==> config.mk <==
export PLATFORM = sky130hd
export DESIGN_NAME = sdram_init
export DESIGN_NICKNAME = d
export VERILOG_FILES = /design/src/rtl/sdram_init_pkg.sv /design/src/rtl/sdram_init_timer.sv /design/src/rtl/sdram_init_seq.sv /design/src/rtl/sdram_init_pins.sv /design/src/rtl/sdram_init.sv
export SDC_FILE = /design/constraint.sdc
export NUM_CORES = 1
export LEC_CHECK = 0
export ABC_AREA = 1
export ABC_CLOCK_PERIOD_IN_PS = 2200
export CAP_MARGIN = 30
export CORE_MARGIN = 2
export CORE_UTILIZATION = 35
export CTS_BUF_LIST = sky130_fd_sc_hd__clkbuf_4 sky130_fd_sc_hd__clkbuf_8
export CTS_CLUSTER_DIAMETER = 120
export DETAILED_ROUTE_END_ITERATION = 8
export PLACE_DENSITY = 0.6
export SLEW_MARGIN = 10
export SYNTH_ARGS = -nofsm -noshare
export SYNTH_HDL_FRONTEND = slang
export SYNTH_SLANG_ARGS = --single-unit
==> constraint.sdc <==
create_clock -name clk -period 2.2 [get_ports clk]
set_clock_uncertainty 0.2 [all_clocks]
set_input_delay 0.33 -clock clk [delete_from_list [all_inputs] [get_ports clk]]
set_output_delay 0.33 -clock clk [all_outputs]
set_load 0.01 [all_outputs]
==> src/rtl/sdram_init_pkg.sv <==
package sdram_init_pkg;

    // Command encoding is the pin pattern {cs_n, ras_n, cas_n, we_n}
    typedef enum logic [3:0] {
        CMD_MRS = 4'b0000,
        CMD_REF = 4'b0001,
        CMD_PRE = 4'b0010,
        CMD_NOP = 4'b0111
    } cmd_e;

    typedef enum logic [2:0] {
        S_WAIT = 3'd0,
        S_PRE  = 3'd1,
        S_TRP  = 3'd2,
        S_REF  = 3'd3,
        S_TRC  = 3'd4,
        S_MRS  = 3'd5,
        S_TMRD = 3'd6,
        S_DONE = 3'd7
    } state_e;

endpackage

==> src/rtl/sdram_init_timer.sv <==
module sdram_init_timer #(
    parameter int CNT_W   = 16,
    parameter int RST_VAL = 100
) (
    input  logic             clk,
    input  logic             rst,
    input  logic             load_i,
    input  logic [CNT_W-1:0] load_val_i,
    output logic             zero_o
);

    logic [CNT_W-1:0] cnt_d, cnt_q;

    always_comb begin
        cnt_d = cnt_q;
        if (load_i) begin
            cnt_d = load_val_i;
        end else if (cnt_q != '0) begin
            cnt_d = cnt_q - 1'b1;
        end
    end

    always_ff @(posedge clk) begin
        if (rst) begin
            cnt_q <= CNT_W'(RST_VAL);
        end else begin
            cnt_q <= cnt_d;
        end
    end

    assign zero_o = (cnt_q == '0);

    // A running count moves down by exactly one per cycle (gap lengths, R3)
    p_count_step_r3: assert property (@(posedge clk) disable iff (rst)
        (!load_i && cnt_q != '0) |=> (cnt_q == $past(cnt_q) - 1'b1));

    // A load takes effect on the next edge (gap lengths, R4)
    p_load_value_r4: assert property (@(posedge clk) disable iff (rst)
        load_i |=> (cnt_q == $past(load_val_i)));

endmodule

==> src/rtl/sdram_init_seq.sv <==
module sdram_init_seq
    import sdram_init_pkg::*;
#(
    parameter int ADDR_W      = 12,
    parameter int PRE_ALL_BIT = 10,
    parameter int CNT_W       = 16,
    parameter int T_RP        = 3,
    parameter int T_RC        = 7,
    parameter int T_MRD       = 2,
    parameter int N_REF       = 8,
    parameter bit MODE_FIRST  = 1'b0
) (
    input  logic              clk,
    input  logic              rst,
    input  logic [ADDR_W-1:0] mode_code_i,
    input  logic              timer_zero_i,
    output logic              timer_load_o,
    output logic [CNT_W-1:0]  timer_val_o,
    output cmd_e              cmd_o,
    output logic [ADDR_W-1:0] addr_o,
    output logic              done_o
);

    localparam int REF_W = $clog2(N_REF + 1);

    typedef struct packed {
        state_e            state;
        logic [REF_W-1:0]  ref_left;
        cmd_e              cmd;
        logic [ADDR_W-1:0] addr;
        logic              done;
    } seq_t;

    seq_t s_d, s_q;

    // Successor of each step, chosen by the ordering parameter
    state_e after_pre, after_mrs, after_ref;

    generate
        if (MODE_FIRST) begin : g_mode_first
            assign after_pre = S_MRS;
            assign after_mrs = S_REF;
            assign after_ref = S_DONE;
        end else begin : g_mode_last
            assign after_pre = S_REF;
            assign after_mrs = S_DONE;
            assign after_ref = S_MRS;
        end
    endgenerate

    always_comb begin
        s_d          = s_q;
        timer_load_o = 1'b0;
        timer_val_o  = '0;

        case (s_q.state)
            S_WAIT: begin
                if (timer_zero_i) s_d.state = S_PRE;
            end
            S_PRE: begin
                timer_load_o = 1'b1;
                timer_val_o  = CNT_W'(T_RP - 2);
                s_d.state    = S_TRP;
            end
            S_TRP: begin
                if (timer_zero_i) s_d.state = after_pre;
            end
            S_REF: begin
                timer_load_o = 1'b1;
                timer_val_o  = CNT_W'(T_RC - 2);
                s_d.ref_left = s_q.ref_left - 1'b1;
                s_d.state    = S_TRC;
            end
            S_TRC: begin
                if (timer_zero_i) begin
                    s_d.state = (s_q.ref_left != '0) ? S_REF : after_ref;
                end
            end
            S_MRS: begin
                timer_load_o = 1'b1;
                timer_val_o  = CNT_W'(T_MRD - 2);
                s_d.state    = S_TMRD;
            end
            S_TMRD: begin
                if (timer_zero_i) s_d.state = after_mrs;
            end
            S_DONE: begin
                s_d.state = S_DONE;
            end
            default: begin
                s_d.state = S_WAIT;
            end
        endcase

        // Bus image registered together with the state it belongs to
        s_d.cmd  = CMD_NOP;
        s_d.addr = '0;
        case (s_d.state)
            S_PRE: begin
                s_d.cmd               = CMD_PRE;
                s_d.addr[PRE_ALL_BIT] = 1'b1;
            end
            S_REF: begin
                s_d.cmd = CMD_REF;
            end
            S_MRS: begin
                s_d.cmd  = CMD_MRS;
                s_d.addr = mode_code_i;
            end
            default: begin
                s_d.cmd = CMD_NOP;
            end
        endcase
        s_d.done = (s_d.state == S_DONE);
    end

    always_ff @(posedge clk) begin
        if (rst) begin
            s_q.state    <= S_WAIT;
            s_q.ref_left <= REF_W'(N_REF);
            s_q.cmd      <= CMD_NOP;
            s_q.addr     <= '0;
            s_q.done     <= 1'b0;
        end else begin
            s_q <= s_d;
        end
    end

    assign cmd_o  = s_q.cmd;
    assign addr_o = s_q.addr;
    assign done_o = s_q.done;

    // A command is always followed by at least one NOP
    p_nop_gap_r8: assert property (@(posedge clk) disable iff (rst)
        (s_q.cmd != CMD_NOP) |=> (s_q.cmd == CMD_NOP));

    // Precharge always selects all banks
    p_pre_all_r2: assert property (@(posedge clk) disable iff (rst)
        (s_q.cmd == CMD_PRE) |-> s_q.addr[PRE_ALL_BIT]);

    // Refresh budget never grows past its start value
    p_ref_budget_r4: assert property (@(posedge clk) disable iff (rst)
        (s_q.ref_left <= REF_W'(N_REF)));

    // A refresh consumes exactly one unit of budget
    p_ref_spend_r4: assert property (@(posedge clk) disable iff (rst)
        (s_q.cmd == CMD_REF) |=> (s_q.ref_left == $past(s_q.ref_left) - 1'b1));

endmodule

==> src/rtl/sdram_init_pins.sv <==
module sdram_init_pins
    import sdram_init_pkg::*;
#(
    parameter int DQM_W = 2
) (
    input  cmd_e             cmd_i,
    input  logic             done_i,
    output logic             cke_o,
    output logic             cs_n_o,
    output logic             ras_n_o,
    output logic             cas_n_o,
    output logic             we_n_o,
    output logic [DQM_W-1:0] dqm_o
);

    assign cke_o = 1'b1;
    assign {cs_n_o, ras_n_o, cas_n_o, we_n_o} = cmd_i;

    generate
        for (genvar lane = 0; lane < DQM_W; lane++) begin : g_lane
            assign dqm_o[lane] = ~done_i;
        end
    endgenerate

endmodule

==> src/rtl/sdram_init.sv <==
module sdram_init
    import sdram_init_pkg::*;
#(
    parameter int ADDR_W      = 12,
    parameter int BANK_W      = 2,
    parameter int DQM_W       = 2,
    parameter int PRE_ALL_BIT = 10,
    parameter int T_WAIT      = 20000,
    parameter int T_RP        = 3,
    parameter int T_RC        = 7,
    parameter int T_MRD       = 2,
    parameter int N_REF       = 8,
    parameter bit MODE_FIRST  = 1'b0
) (
    input  logic              clk,
    input  logic              rst,
    input  logic [ADDR_W-1:0] mode_code_i,
    output logic              sd_cke_o,
    output logic              sd_cs_n_o,
    output logic              sd_ras_n_o,
    output logic              sd_cas_n_o,
    output logic              sd_we_n_o,
    output logic [ADDR_W-1:0] sd_addr_o,
    output logic [BANK_W-1:0] sd_ba_o,
    output logic [DQM_W-1:0]  sd_dqm_o,
    output logic              init_done_o
);

    localparam int MAX_A = (T_WAIT > T_RC) ? T_WAIT : T_RC;
    localparam int MAX_B = (T_RP > T_MRD) ? T_RP : T_MRD;
    localparam int MAX_T = (MAX_A > MAX_B) ? MAX_A : MAX_B;
    localparam int CNT_W = $clog2(MAX_T + 1);

    logic             timer_load;
    logic [CNT_W-1:0] timer_val;
    logic             timer_zero;
    cmd_e             cmd;
    logic             done;

    sdram_init_timer #(
        .CNT_W   (CNT_W),
        .RST_VAL (T_WAIT - 1)
    ) u_timer (
        .clk        (clk),
        .rst        (rst),
        .load_i     (timer_load),
        .load_val_i (timer_val),
        .zero_o     (timer_zero)
    );

    sdram_init_seq #(
        .ADDR_W      (ADDR_W),
        .PRE_ALL_BIT (PRE_ALL_BIT),
        .CNT_W       (CNT_W),
        .T_RP        (T_RP),
        .T_RC        (T_RC),
        .T_MRD       (T_MRD),
        .N_REF       (N_REF),
        .MODE_FIRST  (MODE_FIRST)
    ) u_seq (
        .clk          (clk),
        .rst          (rst),
        .mode_code_i  (mode_code_i),
        .timer_zero_i (timer_zero),
        .timer_load_o (timer_load),
        .timer_val_o  (timer_val),
        .cmd_o        (cmd),
        .addr_o       (sd_addr_o),
        .done_o       (done)
    );

    sdram_init_pins #(
        .DQM_W (DQM_W)
    ) u_pins (
        .cmd_i   (cmd),
        .done_i  (done),
        .cke_o   (sd_cke_o),
        .cs_n_o  (sd_cs_n_o),
        .ras_n_o (sd_ras_n_o),
        .cas_n_o (sd_cas_n_o),
        .we_n_o  (sd_we_n_o),
        .dqm_o   (sd_dqm_o)
    );

    assign sd_ba_o     = '0;
    assign init_done_o = done;

    // Mask held high throughout the sequence
    p_dqm_hold_r9: assert property (@(posedge clk) disable iff (rst)
        !init_done_o |-> (&sd_dqm_o));

    // Done never drops without a reset
    p_done_sticky_r10: assert property (@(posedge clk) disable iff (rst)
        init_done_o |=> init_done_o);

    // After completion the bus is idle and the mask released
    p_done_quiet_r10: assert property (@(posedge clk) disable iff (rst)
        init_done_o |-> ({sd_cs_n_o, sd_ras_n_o, sd_cas_n_o, sd_we_n_o} == 4'b0111
                         && sd_dqm_o == '0));

    // Mode load goes to bank zero
    p_mode_bank_r5: assert property (@(posedge clk) disable iff (rst)
        ({sd_cs_n_o, sd_ras_n_o, sd_cas_n_o, sd_we_n_o} == 4'b0000) |-> (sd_ba_o == '0));

endmodule

# After elaboration in Yosys (flattened, before gate mapping)

Index checks and enable logic that the tools add are counted.
W data, S select, Z words.

$add $sub $neg: 2
Eq/ne operators: 11
Mux-type cells: 12
Bitwise operators: 2
Reduce and logical (&&, ||, !) cells: 7

Operators with widths:

| cell                    | number |
|---|---|
| $mux W15                | 2 |
| $pmux W3 S8             | 1 |
| $eq A3 B3 Y1 const B    | 6 |
| $logic_not A15 Y1       | 1 |
| $mux W3                 | 5 |
| $reduce_bool A15 Y1     | 1 |
| $sub A15 B1 Y15 const B | 1 |
| $eq A3 B2 Y1 const B    | 3 |
| $pmux W3 S3             | 1 |
| $eq A3 B1 Y1 const B    | 2 |
| $pmux W3 S2             | 1 |
| $reduce_bool A4 Y1      | 1 |
| $sub A4 B1 Y4 const B   | 1 |
| $logic_not A3 Y1        | 1 |
| $reduce_or A3 Y1        | 1 |
| $not A1 Y1              | 2 |
| $pmux W1 S2             | 1 |
| $reduce_bool A2 Y1      | 1 |
| $reduce_or A2 Y1        | 1 |
| $mux W1                 | 1 |

Input bits: 14
Output and inout bits: 22
Register bits: 39
Word-level logic and storage cells: 41

# Depth between registers and ports, before layout

Depth after elaboration: 7
Gate-level depth with buffers: 10
Gate-level depth less buffers: 10

# Modules after synthesis

A second synthesis with hierarchy kept.

Cells, all modules: 289
Area, all modules: 2123.3 um^2

Modules (own cells, without submodules):

| module           | instances | sequential area each (um^2) | area an instance (um^2) | cells an instance |
|---|---|---|---|---|
| sdram_init_seq   | 1         | 460.4                       | 1096.1                  | 135 |
| sdram_init_timer | 1         | 300.3                       | 955.9                   | 143 |
| sdram_init_pins  | 1         | 0.0                         | 52.6                    | 8 |
| sdram_init       | 1         | 0.0                         | 18.8                    | 3 |

# Least setup slack after synthesis

OpenSTA, ideal clock, no wires.

Kind: reg-to-reg
Start: reg u_timer.cnt_q[0]
End: reg u_seq.s_q (netlist bit u_seq.addr_o[11])
Data required time: 1938 ps
Slack: 498 ps
Stages on the path, launching flop included: 10
Data arrival time: 1440 ps
Clock period less this slack: 1702 ps
Buffers on the path: 1
Setup time: 62 ps
Cell sequence: dfxtp_1 inv_1 ha_1 nand2_2 nor2_4 nand3_2 a21oi_4 nand4_2 buf_6 nor2_2

Cells in the longest elaborated chain, start to end: 6
Elaborated cells between the ends (all ways): 9
Classes of those cells: 1 x eq/ne; 5 x mux; 1 x bitwise; 2 x reduce/logical

RTL lines:

| what                              | RTL line               | RTL |
|---|---|---|
| start: declaration                | sdram_init_timer.sv:12 | `logic [CNT_W-1:0] cnt_d, cnt_q;` |
| start signal: assignment          | sdram_init_timer.sv:25 | `cnt_q <= CNT_W'(RST_VAL);` |
| start signal: assignment          | sdram_init_timer.sv:27 | `cnt_q <= cnt_d;` |
| $logic_not A15 Y1 (*)             | sdram_init_timer.sv:31 | `assign zero_o = (cnt_q == '0);` |
| $mux W3, on equally long branches | --                     |  |
| $pmux W3 S8 (*)                   | sdram_init_seq.sv:56   | `case (s_q.state)` |
| $eq A3 B3 Y1 (*)                  | sdram_init_seq.sv:98   | `case (s_d.state)` |
| $not A1 Y1 (no line) (*)          | --                     |  |
| $reduce_or A2 Y1 (no line) (*)    | --                     |  |
| end: declaration                  | sdram_init_seq.sv:34   | `seq_t s_d, s_q;` |

Every way passes the cells marked *; elsewhere a longest branch is shown, timed or not.
A chain may end at the register's enable or synchronous reset.

# Final worst setup path

Start: reg u_timer.cnt_q[0]
End: reg u_seq.s_q (netlist bit u_seq.addr_o[0])

Same word-level chain as after synthesis.

==> reports/metrics.cfg <==
[power]
p_leak_nw = 0.9161
sequentialPowerShare = 0.558
power.density_nw_per_um2 = 571.7
netSwitchingFraction = 0.2188
p_comb_frac = 0.047
power.internal_mw = 0.9745
ir_worst_vdd_uv = 228.1
power_frac_clock = 0.396
switching_power_mw = 0.2730

[synthesis]
synth_top_area_cell = dfxtp_1
synth-xor-area-share = 0.01464
synth_fa_ha_area_frac = 0.01395
yosysSeqAreaShare = 0.4240
synth_top_family_by_area = simple AND/OR/NAND/NOR gates
yosysUniqueCellTypes = 29
avgSynthCellArea_um2 = 7.571
synth.area.top_cells = dfxtp_1 42%, buf_4 7.1%, nand2_1 7.1%, inv_1 6.9%, nand3_1 5.9%
synth_compound_area_frac = 0.07252
synth-simple-area-share = 0.3152
muxShareOfSynthArea = 0
synth_seq_cells = 38
syn_area_um2 = 1794
synthCells = 237
synth_top_area_share = 0.4240
ys_warn_count = 0

[worst_setup_path]
crit_path_start_kind = flop
cp_top_family = simple AND/OR/NAND/NOR gates
ff2ff_path_depth = 8
r2r_slack_ns = 0.24
critical_path.endpoint_type = flop
criticalPathCategory = flop to flop
worst_ep_arrival_time_ns = 1.98
crit_fanout = 11
critical_path.max_stage_delay_ns = 0.33
crit_required_ns = 2.22
path_depth = 8
crit_buf_inv = 1
crit_chain = inv_1 -> ha_1 -> nand2_2 -> nor2_4 -> nand3_2 -> a21oi_4 -> nand4_4 -> nor2_1
slowest_stage = dfxtp_1

[clocking]
clk_latency_ns = 0.29
h-tree-depth = 2
clk_pin_slew_worst_paths_ns = 0.07
postCtsHoldBufs = 0
cts_resized = 0
cts_setup_buffers = 0
cts_buffer_depth = 2
cts_buffers = 5
cts_tree = yes
cts_root_buf = clkbuf_8
clock_sinks = 38

[floorplan]
ios = 36
core_um2 = 5042
dieArea_um2 = 5715
fp.dieW_um = 75.60
initial_core_util = 0.3558
rows = 26
die-height_um = 75.60

[global_route]
grt_first_pass_wirelength_mm = 5.216
antenna_found_initial = 0
grt_pass1_vias = 1197
grt_usage = 0.1202
grt_max_degree = 14
grt.overflow.total = 0

[placement]
gp_routability_congestion = 0.8019
dp_hpwl_mm = 2.543
port_buffers = 31
dp.cells = 323

[cells_and_area]
fillers = 529
nNetsFinal = 276
area_growth_pct = 21.62
final_cells = 331
fin_util = 0.4328
layout_common_cells = 38 x dfxtp_1, 34 x nand2_1, 33 x inv_1
final_common_cell = dfxtp_1
drive_gt1_frac = 0.1533
diodes = 0

[worst_hold_path]
holdPathStages = 2
worstHoldPathType = flop to flop

[drt]
vias = 1468
routed_wl_mm = 3.298
drt-pass1-iter-count = 4
drc = 0
wl_per_cell_um = 9.964
drtIter0Drc = 53
drtAntennaViolNets = 0
vias_per_cell = 4.435

[run]
cap_violations = 0

[sta]
setup_violations = 0
period_share = 0.8909
fmaxAchievable_ghz = 0.5102
rsz0062_at_grt = no
fin_crit_ns = 1.960
finalSetupTns_ns = 0
maxSlewViolCount = 0
final_hold_viol_count = 0

[run_status]
status = finished clean

==> power groups by stage <==
stage                     clock network, mW  logic, mW  registers [mW]
after global placement                    0     0.0581           0.711
final                                 0.493     0.0584           0.696
after detailed placement                  0     0.0587           0.711
after global routing                  0.541     0.0648           0.696
after CTS                             0.511     0.0589           0.695
after floorplan                           0     0.0338           0.711
==> worst min-delay path, delay by kind of cell (launching register included) <==
| family | cells | cell delay (ns) |
|---|---|---|
| compound gates | 2 | 0.13 |
| flops | 1 | 0.31 |
==> sequential cells by signal (all words and copies together) (netlist names) <==
name	count
u_seq.addr_o	12
u_timer.cnt_q	15
u_seq.done_o	1
u_seq.cmd_o	3
u_seq.s_q	7
==> path summary, 6_finish.rpt <==
| check | startpoint | end |
|---|---|---|
| max reg2reg | u_timer.cnt_q[0] | u_seq.addr_o[0] |
| min | u_seq.s_q[17] | u_seq.s_q[17] |
| min reg2reg | u_seq.s_q[17] | u_seq.s_q[17] |
| max | u_timer.cnt_q[0] | u_seq.addr_o[0] |
==> logic make-up after synthesis <==
family          Yosys count
buf+inv                  55
compound gates           21
xor+xnor                  3
flops                    38
simple gates            116
fa+ha+maj                 2
other cells               2
==> per-stage QoR <==
step	hold slack [ns]	total power [mW]	instance area, um^2	worst slack, ns
finish	0.2779	1.247	2182	0.2400
detailed placement	0.2661	0.7701	2078	0.08101
CTS	0.2821	1.266	2173	0.06366
global route	0.3082	1.302	2182	0.08092
global placement	0.2593	0.7694	2078	0.1522
floorplan	0.2091	0.7445	1802	0.4981
==> layer usage <==
metal | track usage | up-vias | wire length [um]
li1 | - | 766 | -
met1 | 0.1549 | 668 | 1483
met3 | 0.02778 | 6 | 150
met5 | 0 | - | 0
met4 | 0.05848 | 0 | 68
met2 | 0.1894 | 28 | 1595
==> synth_stat cells (all sizes together) <==
cell	count
a21oi	7
buf	19
clkbuf	2
conb	2
dfxtp	38
ha	2
inv	34
nand2	36
nand3	22
nand3b	1
nand4	1
nor2	43
nor3	6
nor4	1
o211ai	4
o21ai	8
o22ai	1
o31ai	1
or2	6
xnor2	1
xor2	2
==> layout make-up <==
class / count / area (um^2) / share of cell area
repair buffers: 35 / 340.3 / 0.1560
inverters: 34 / 127.6 / 0.05849
clock buffers: 6 / 82.58 / 0.03784
clock inverters: 2 / 12.51 / 0.005734
flip-flops and latches: 38 / 760.7 / 0.3486
multi-input cells: 146 / 770.7 / 0.3532
well taps: 70 / 87.58 / 0.04014
Power figures use the tool's default switching activity.
